## config.mk

```make
export PLATFORM = sky130hd
export DESIGN_NAME = addr_window_xlate
export DESIGN_NICKNAME = d
export VERILOG_FILES = /design/src/rtl/awx_pkg.sv /design/src/rtl/awx_regs.sv /design/src/rtl/awx_match.sv /design/src/rtl/awx_prefetch.sv /design/src/rtl/addr_window_xlate.sv
export SDC_FILE = /design/constraint.sdc
export NUM_CORES = 1
export LEC_CHECK = 0
export ABC_AREA = 1
export CAP_MARGIN = 20
export CORE_MARGIN = 1.5
export CORE_UTILIZATION = 45
export CTS_CLUSTER_DIAMETER = 30
export DETAILED_ROUTE_END_ITERATION = 10
export PLACE_DENSITY = 0.85
export SYNTH_ARGS = -nofsm -noshare
export SYNTH_HDL_FRONTEND = slang
export SYNTH_SLANG_ARGS = --single-unit
```

## constraint.sdc

```tcl
create_clock -name clk -period 4 [get_ports clk]
set_input_delay 0.8 -clock clk [delete_from_list [all_inputs] [get_ports clk]]
set_output_delay 0.8 -clock clk [all_outputs]
set_load 0.01 [all_outputs]
```

## src/rtl/awx_pkg.sv

```systemverilog
// Shared definitions for the masked address window translator.
// Assumes the register index and burst code are both two bits wide.
package awx_pkg;

    // Register indices on the configuration port
    typedef enum logic [1:0] {
        REG_LBASE    = 2'd0,
        REG_MASKATTR = 2'd1,
        REG_TGTLO    = 2'd2,
        REG_TGTHI    = 2'd3
    } awx_reg_e;

    // Burst-type codes on the access side
    typedef enum logic [1:0] {
        BT_SINGLE = 2'd0,
        BT_BYTE   = 2'd1,
        BT_HALF   = 2'd2,
        BT_WIDE   = 2'd3
    } awx_burst_e;

    // Attribute bit positions inside the mask/attribute word
    localparam int ATTR_ENA_BIT = 0;
    localparam int ATTR_PRE_BIT = 1;

endpackage

```

## src/rtl/awx_regs.sv

```systemverilog
// Configuration registers for one window: base, mask/attributes, target low/high.
// Refuses a mask that is not a single run of ones from the top bit and flags it
// with a sticky error. Assumes GRAN_LOG2 >= 3 so the attribute bits fit below it.
module awx_regs
    import awx_pkg::*;
#(
    parameter int LA_W      = 32,
    parameter int GRAN_LOG2 = 12,
    localparam int MW       = LA_W - GRAN_LOG2
) (
    input  logic            clk,
    input  logic            rst_n,
    input  logic            we,
    input  logic [1:0]      addr,
    input  logic [LA_W-1:0] wdata,
    output logic [LA_W-1:0] rdata,
    output logic [MW-1:0]   base_q,
    output logic [MW-1:0]   mask_q,
    output logic            ena_q,
    output logic            pre_q,
    output logic [LA_W-1:0] tlo_q,
    output logic [LA_W-1:0] thi_q,
    output logic            cfg_err_q
);

    localparam logic [MW-1:0] ONE_M = MW'(1);

    awx_reg_e      sel;
    logic [MW-1:0] wmask;
    logic [MW-1:0] winv;
    logic          wlegal;

    assign sel = awx_reg_e'(addr);

    // Legal mask test: the inverted mask must be of the form 0..01..1
    always_comb begin
        wmask  = wdata[LA_W-1:GRAN_LOG2];
        winv   = ~wmask;
        wlegal = ((winv & (winv + ONE_M)) == '0);
    end

    // Register update on write, with mask refusal and sticky error
    always_ff @(posedge clk) begin
        if (!rst_n) begin
            base_q    <= '0;
            mask_q    <= '0;
            ena_q     <= 1'b0;
            pre_q     <= 1'b0;
            tlo_q     <= '0;
            thi_q     <= '0;
            cfg_err_q <= 1'b0;
        end else if (we) begin
            case (sel)
                REG_LBASE: base_q <= wmask;
                REG_MASKATTR: begin
                    if (wlegal) begin
                        mask_q    <= wmask;
                        ena_q     <= wdata[ATTR_ENA_BIT];
                        pre_q     <= wdata[ATTR_PRE_BIT];
                        cfg_err_q <= 1'b0;
                    end else begin
                        cfg_err_q <= 1'b1;
                    end
                end
                REG_TGTLO: tlo_q <= wdata;
                REG_TGTHI: thi_q <= wdata;
                default: ;
            endcase
        end
    end

    // Read mux; unused base bits and reserved attribute bits return zero
    always_comb begin
        case (sel)
            REG_LBASE:    rdata = {base_q, {GRAN_LOG2{1'b0}}};
            REG_MASKATTR: rdata = {mask_q, {(GRAN_LOG2-2){1'b0}}, pre_q, ena_q};
            REG_TGTLO:    rdata = tlo_q;
            REG_TGTHI:    rdata = thi_q;
            default:      rdata = '0;
        endcase
    end

endmodule

```

## src/rtl/awx_match.sv

```systemverilog
// Window compare and address substitution. Purely combinational.
// Assumes the mask covers bits LA_W-1:GRAN_LOG2 and the offset bits always pass through.
module awx_match #(
    parameter int LA_W      = 32,
    parameter int GRAN_LOG2 = 12,
    localparam int MW       = LA_W - GRAN_LOG2
) (
    input  logic              ena,
    input  logic              cfg_err,
    input  logic [LA_W-1:0]   acc_addr,
    input  logic [MW-1:0]     base_q,
    input  logic [MW-1:0]     mask_q,
    input  logic [MW-1:0]     tlo_hi,
    input  logic [LA_W-1:0]   thi,
    output logic              hit,
    output logic [2*LA_W-1:0] tgt_addr
);

    logic [MW-1:0] diff;
    logic [MW-1:0] xl_hi;

    // One slice per maskable bit: mismatch detect and target/local select
    for (genvar g = 0; g < MW; g++) begin : g_bit
        assign diff[g]  = mask_q[g] & (acc_addr[GRAN_LOG2+g] ^ base_q[g]);
        assign xl_hi[g] = mask_q[g] ? tlo_hi[g] : acc_addr[GRAN_LOG2+g];
    end

    // Hit needs enable, no pending error and no masked mismatch
    assign hit      = ena & ~cfg_err & ~(|diff);
    assign tgt_addr = {thi, xl_hi, acc_addr[GRAN_LOG2-1:0]};

endmodule

```

## src/rtl/awx_prefetch.sv

```systemverilog
// Prefetch qualifier: asks for a 64-byte read-ahead on narrow reads that hit.
// Assumes the burst code follows awx_burst_e.
module awx_prefetch
    import awx_pkg::*;
(
    input  logic       hit,
    input  logic       pre_en,
    input  logic       acc_rd,
    input  logic [1:0] acc_burst,
    output logic       pf_req
);

    awx_burst_e burst;
    logic       narrow;

    assign burst = awx_burst_e'(acc_burst);

    // Classify the burst type as narrow or wide
    always_comb begin
        case (burst)
            BT_SINGLE, BT_BYTE, BT_HALF: narrow = 1'b1;
            default:                     narrow = 1'b0;
        endcase
    end

    assign pf_req = hit & pre_en & acc_rd & narrow;

endmodule

```

## src/rtl/addr_window_xlate.sv

```systemverilog
// Top of the masked address window translator: register block, window
// matcher and prefetch qualifier. The access path is combinational; only
// register writes are clocked. Assumes software programs base and target
// before setting the enable bit.
module addr_window_xlate #(
    parameter int LA_W      = 32,
    parameter int GRAN_LOG2 = 12,
    localparam int MW       = LA_W - GRAN_LOG2,
    localparam int TGT_W    = 2 * LA_W
) (
    input  logic             clk,
    input  logic             rst_n,
    input  logic             reg_we,
    input  logic [1:0]       reg_addr,
    input  logic [LA_W-1:0]  reg_wdata,
    output logic [LA_W-1:0]  reg_rdata,
    input  logic [LA_W-1:0]  acc_addr,
    input  logic             acc_rd,
    input  logic [1:0]       acc_burst,
    output logic             hit,
    output logic [TGT_W-1:0] tgt_addr,
    output logic             pf_req,
    output logic             cfg_err
);

    logic [MW-1:0]   base_w;
    logic [MW-1:0]   mask_w;
    logic            ena_w;
    logic            pre_w;
    logic [LA_W-1:0] tlo_w;
    logic [LA_W-1:0] thi_w;

    awx_regs #(.LA_W(LA_W), .GRAN_LOG2(GRAN_LOG2)) u_regs (
        .clk       (clk),
        .rst_n     (rst_n),
        .we        (reg_we),
        .addr      (reg_addr),
        .wdata     (reg_wdata),
        .rdata     (reg_rdata),
        .base_q    (base_w),
        .mask_q    (mask_w),
        .ena_q     (ena_w),
        .pre_q     (pre_w),
        .tlo_q     (tlo_w),
        .thi_q     (thi_w),
        .cfg_err_q (cfg_err)
    );

    awx_match #(.LA_W(LA_W), .GRAN_LOG2(GRAN_LOG2)) u_match (
        .ena      (ena_w),
        .cfg_err  (cfg_err),
        .acc_addr (acc_addr),
        .base_q   (base_w),
        .mask_q   (mask_w),
        .tlo_hi   (tlo_w[LA_W-1:GRAN_LOG2]),
        .thi      (thi_w),
        .hit      (hit),
        .tgt_addr (tgt_addr)
    );

    awx_prefetch u_pf (
        .hit       (hit),
        .pre_en    (pre_w),
        .acc_rd    (acc_rd),
        .acc_burst (acc_burst),
        .pf_req    (pf_req)
    );

endmodule

```

==> run_results.csv, run 1 <==
group,metric,value,unit
run_status,status,"finished, final reports clean",
cts,numCtsBuffers,9,
route,routed_via_density,5.37,
place,port_buffers,146,
cts,cts.sinks,107,
sta,final_hold_viol_count,0,
cells_and_area,drive_above_1_share,0.0545,
grt,grt_usage,0.259,
route,first_pass_iters,5,
setup_path,rrSetupSlack,3270,ps
floorplan,die_w,114,um
grt,grt_pass1_wl,26.7,mm
cells_and_area,ff_latch_area,2140,um2
grt,gr-total-overflow,0,
route,drc,0,
grt,grt_max_degree,91,
setup_path,cp_data_arrival_time,2890,ps
setup_path,worst-setup-path-type,"in -> out",
sta,maxSlewHeadroom,0.337,
flow_run,drv_cap,0,
route,vias,5911,
sta,fin_crit,3690,ps
floorplan,rows,40,
sta,tns,0,ps
logic_synthesis,yosys_warnings,0,
floorplan,die_h,114,um
cts,root_buffer,"clkbuf_16",
hold_path,hp-start,"u_regs.tlo_q[11]$_SDFFE_PN0P_",
cts,h-tree-depth,3,
place,place_hpwl,11.4,mm
sta,slew_viol_final,0,
logic_synthesis,seq_area_frac_synth,0.389,
setup_path,r2r-start,"u_regs.thi_q[18]$_SDFFE_PN0P_",
power,finalPower,0.00238,W
logic_synthesis,postSynthCellCount,833,
route,totalWireLength,16.5,mm
hold_path,hp-class,"reg -> reg",
setup_path,worstPathRequired,3200,ps
setup_path,reg2reg_depth,2,
setup_path,crit_chain,"clkdlybuf4s50_1, or2_2, nand3_1, nand4_1, nor3_1, buf_4, nand3_1, a211oi_1, clkdlybuf4s50_1",
sta,post-route-period-util,0.922,
power,power_leakage,2.76,nW
power,power-per-cell-area,327,nW/um2
power,ir_drop,0.197,mV
sta,setup_viol_count_final,0,
cells_and_area,final_util,0.609,
cts,postCtsResizedCells,0,
hold_path,whs_path_depth,2,
setup_path,cp_max_fo,3,
cells_and_area,diodes,0,
cts,cts_tree,"yes",
logic_synthesis,syn_nets,905,
sta,rsz0062_at_grt,"false",
cts,cts_setup_buffers,0,
sta,worst_pin_slew,992,ps
route,drt_iter0_drc,512,
floorplan,coreArea,12000,um2
sta,finClkSkew,0,ps
route,ant_nets,0,
setup_path,critPathSlowestCell,"clkdlybuf4s50_1",
route,wl_per_cell,15.0,um
setup_path,cp-start-kind,"input pin",
cells_and_area,multi_input_area,2670,um2
setup_path,max_stage_delay,560,ps
cells_and_area,fin_nets,1021,
sta,hold_slack,459,ps
cts,hold_buffers,0,
grt,grt_pass1_vias,5424,
logic_synthesis,ys_types,33,
logic_synthesis,avgSynthCellArea,6.61,um2
sta,fmax,0.271,GHz
cells_and_area,fillers,1113,
cts,clockBufferDepth,2,
cts,clkTransAtPathRegs,70,ps
hold_path,min_to,"u_regs.tlo_q[11]$_SDFFE_PN0P_",
setup_path,critPathCaptureType,"output port",
setup_path,rr_endpoint,"u_regs.thi_q[18]$_SDFFE_PN0P_",
floorplan,dieArea,12900,um2
cts,clkLatencyLatePin,340,ps
grt,antenna_found_initial,0,
floorplan,start_util,0.460,
logic_synthesis,netlist_area,5510,um2
place,place_congestion,0.920,
floorplan,io_pins,171,
cells_and_area,syn2layout_area_growth,32.2,%
logic_synthesis,ys_ff_latch,107,
## registers in the layout (all words and copies together) (netlist names)
signal,cells
u_regs.cfg_err_q,1
u_regs.ena_q,1
u_regs.mask_q,20
u_regs.base_q,20
u_regs.pre_q,1
u_regs.thi_q,32
u_regs.tlo_q,32
## synthesized netlist by cell type (all sizes together)
master | n | area (um2)
o221ai | 2 | 17.5
o22ai | 12 | 75.1
a211oi | 1 | 7.51
nor2 | 98 | 413
o21bai | 1 | 7.51
inv | 111 | 417
buf | 21 | 150
o2111ai | 9 | 78.8
nand2 | 155 | 584
or2 | 2 | 12.5
and2 | 1 | 6.26
nor3 | 3 | 15.0
o21ai | 100 | 504
nand4 | 3 | 18.8
nand3 | 65 | 330
clkbuf | 35 | 131
a221oi | 11 | 96.3
o21a | 2 | 15.0
a21oi | 90 | 454
clkinv | 1 | 3.75
xor2 | 2 | 17.5
nand3b | 1 | 7.51
dfxtp | 107 | 2140
## cells in the final DEF, fill, tap and decap left out, drive strengths merged
master	n
clkdlybuf4s50	145
clkinv	4
nand3b	1
inv	114
a211oi	1
nor3	3
o21bai	1
o22ai	12
a21oi	90
nand4	3
clkbuf	9
o221ai	2
nand2	155
and2	1
nor2	98
or2	2
dfxtp	107
a221oi	11
o21ai	100
xor2	2
nand3	65
clkinvlp	1
o2111ai	9
o21a	2
buf	16
## final cells by class
class | count | area share
repair buffers | 161 | 0.217
well taps | 147 | 0.0253
inverters | 112 | 0.0577
flip-flops and latches | 107 | 0.294
clock buffers | 9 | 0.0309
clock inverters | 7 | 0.00842
multi-input cells | 558 | 0.366
## worst max-delay path: cells and delay by family
family,cells,cell delay (ps)
simple gates,5,750
buf+inv,3,1150
compound gates,1,180
## metal layers
layer | track usage | vias up | share of wire
met5 | 0 | - | 0
met4 | 0.0875 | 0 | 0.018
met3 | 0.0484 | 30 | 0.074
met2 | 0.424 | 235 | 0.46
met1 | 0.343 | 2702 | 0.44
li1 | - | 2944 | -
## worst max-delay path by stage
stage                 startpoint  slack, ps             to
floorplan            reg_addr[1]       1350  reg_rdata[10]
global placement    acc_addr[19]        380         pf_req
detailed placement  acc_addr[19]        330         pf_req
CTS                 acc_addr[19]        340         pf_req
global route        acc_addr[19]        240         pf_req
finish              acc_addr[19]        310         pf_req
## metrics by stage
step | cell area [um2] | setup WS, ps | std cells
2_1_floorplan | 5510 | 1350 | 833
3_3_place_gp | 6970 | 384 | 1084
4_1_cts | 7260 | 335 | 1100
3_5_place_dp | 6970 | 331 | 1084
5_1_grt | 7280 | 242 | 1101
6_report | 7280 | 310 | 1101
## power by group
part	internal, W	switching, W
combinational	0.000179	0.000209
sequential	0.00111	0.0000231
clock	0.000435	0.000426
## cell families (layout without fill, tap and decap cells)
| family | after synthesis | in the layout | share of synthesized area |
|---|---|---|---|
| xor+xnor | 2 | 2 | 0.00318 |
| flops | 107 | 107 | 0.389 |
| compound gates | 228 | 228 | 0.228 |
| buf+inv | 168 | 289 | 0.127 |
| simple gates | 328 | 328 | 0.252 |
Power figures use the tool's default switching activity.
==> run 2: changes to the inputs <==
CORE_UTILIZATION = 35   (was 45)
PLACE_DENSITY = 0.7   (was 0.85)
RECOVER_POWER = 100   (was default)
clock period = 4.5 ns   (was 4 ns; I/O delays follow)
==> run 2 against run 1 <==
The flow now finishes with violations (max-capacitance violations, max-slew violations). Non-clock buffer count did not move. Setup slack better by 3.7 ps. Via count fell by 1.8%. Sequential share of layout area shrank 0.13 points. Worst hold slack worse by 1.5 ps. Clock-buffer cell count is the same. Power fell by 11%. Critical path type unchanged.
==> run_results.csv, run 2 (same netlist as run 1, synthesis figures left out) <==
group,metric,value,unit
run_status,status,"finished, violations left",
run_status,violations,"max-capacitance violations, max-slew violations",
setup_path,critPathCaptureType,"output port",
floorplan,die_w,128,um
sta,rsz0062_at_grt,"false",
setup_path,reg2reg_depth,4,
cells_and_area,fin_nets,1021,
power,ir_drop,0.182,mV
flow_run,drv_cap,3,
cts,numCtsBuffers,9,
setup_path,path_buf_inv,4,
cts,h-tree-depth,3,
sta,post-route-period-util,0.930,
sta,setup_viol_count_final,0,
route,ant_nets,0,
floorplan,io_pins,171,
setup_path,cp_data_arrival_time,3290,ps
cts,cts.sinks,107,
cells_and_area,syn2layout_area_growth,32.8,%
setup_path,worst-setup-path-type,"in -> out",
sta,final_hold_viol_count,0,
setup_path,cp_top_family,"buffers and inverters",
route,routed_via_density,4.98,
floorplan,die_h,128,um
grt,grt_pass1_wl,27.3,mm
cts,root_buffer,"clkbuf_16",
floorplan,start_util,0.361,
place,place_congestion,0.861,
setup_path,max_stage_delay,640,ps
setup_path,cp-start-kind,"input pin",
cts,cts_tree,"yes",
cells_and_area,fillers,1530,
route,first_pass_iters,5,
cells_and_area,layout_commonest_cell,"nand2_1",
cells_and_area,final_cell_mix,"nand2_1, inv_1, dfxtp_1, o21ai_0, a21oi_1",
sta,tns,0,ps
power,power_leakage,2.94,nW
sta,fin_crit,4190,ps
cts,clockBufferDepth,2,
route,wl_per_cell,14.8,um
cts,postCtsResizedCells,0,
floorplan,coreArea,15300,um2
cts,clkTransAtPathRegs,80,ps
place,place_hpwl,12.0,mm
setup_path,rrSetupSlack,3740,ps
cells_and_area,reg.largest.list,"u_regs.thi_q: 32 flops, u_regs.tlo_q: 32 flops",
grt,antenna_found_initial,0,
grt,grt_pass1_vias,5178,
setup_path,crit_top_cell,"dlygate4sd3_1",
place,dp_slack,486,ps
setup_path,crit_chain,"dlygate4sd3_1, nor2_1, inv_1, clkbuf_1, o22ai_1, dlygate4sd3_1",
sta,maxSlewHeadroom,-0.216,
sta,finalWorstSetupSlack,314,ps
setup_path,r2r-start,"u_regs.cfg_err_q$_SDFFE_PN0P_",
route,vias,5802,
grt,gr-total-overflow,0,
cells_and_area,diodes,0,
route,drt_iter0_drc,422,
sta,finClkSkew,0,ps
floorplan,dieArea,16500,um2
setup_path,worstPathRequired,3600,ps
cells_and_area,drive_above_1_share,0.0461,
floorplan,rows,45,
cts,hold_buffers,0,
place,port_buffers,146,
power,power-per-cell-area,289,nW/um2
hold_path,hp-start,"u_regs.tlo_q[6]$_SDFFE_PN0P_",
sta,slew_viol_final,136,
setup_path,crit_path_start,"reg_addr[0]",
grt,grt_usage,0.212,
setup_path,crit_end,"reg_rdata[6]",
setup_path,critPathSlowestCell,"dlygate4sd3_1",
setup_path,rr_endpoint,"u_regs.cfg_err_q$_SDFFE_PN0P_",
sta,fmax,0.239,GHz
hold_path,hp-class,"reg -> reg",
hold_path,whs_path_depth,2,
route,totalWireLength,17.3,mm
cts,cts_setup_buffers,0,
setup_path,path_depth,6,
cts,clkLatencyLatePin,360,ps
setup_path,cp_max_fo,13,
sta,worst_pin_slew,1820,ps
route,drc,0,
grt,grt_max_degree,91,
[run 2: cell count changes in the layout (fill, tap and decap cells not counted), moves of 2 or more]
cell / before / now
inv_8: 2 / 0
inv_6: 1 / 3
nor2_4: 3 / 1
clkdlybuf4s50_1: 145 / 62
dlygate4sd3_1: 0 / 83
nand2_1: 152 / 154
clkbuf_1: 0 / 4
nand2_2: 3 / 1
buf_4: 14 / 11
nor2_1: 86 / 88
[run 2: layer usage]
layer	part of all wire	global-route usage
met1	0.48	0.294
met2	0.45	0.342
met3	0.060	0.0320
met4	0.014	0.0595
met5	0	0
[run 2: worst reg2reg max path: stages (launching register included)]
cell and delay, ps:
dfxtp_1 360, inv_1 80, nand2_1 60, inv_1 40
nor3_1 140
[run 2: stage by stage]
step	util	hold slack (ps)	instances	power, W	cell area (um2)
after floorplan	-	429	833	0.00119	5510
after global routing	0.479	473	1165	0.00220	7310
after CTS	0.482	459	1165	0.00214	7350
after global placement	0.463	440	1149	0.00136	7060
after detailed placement	0.463	447	1149	0.00137	7060
final	0.479	458	1165	0.00211	7310
[run 2: power breakdown]
part | total (W) | switching, W | internal, W
logic | 0.000329 | 0.000184 | 0.000144
clock network | 0.000780 | 0.000395 | 0.000385
registers | 0.00100 | 0.0000199 | 0.000983
[run 2: how the worst min path moves through the flow]
| stage | slack [ps] | end |
|---|---|---|
| 3_5_place_dp | 450 | u_regs.tlo_q[1]$_SDFFE_PN0P_ |
| 3_3_place_gp | 440 | u_regs.tlo_q[3]$_SDFFE_PN0P_ |
| 4_1_cts | 460 | u_regs.tlo_q[1]$_SDFFE_PN0P_ |
| 5_1_grt | 470 | u_regs.tlo_q[0]$_SDFFE_PN0P_ |
| 2_1_floorplan | 430 | u_regs.tlo_q[0]$_SDFFE_PN0P_ |
| 6_report | 460 | u_regs.tlo_q[6]$_SDFFE_PN0P_ |
[run 2: area by class of cell]
class	count	area, um2	area share
clock buffer	9	225	0.0308
clock inverter	7	60.1	0.00821
inverter	112	420	0.0575
multi-input combinational	558	2650	0.362
sequential	107	2140	0.293
tap	211	264	0.0361
timing repair buffer	161	1550	0.213
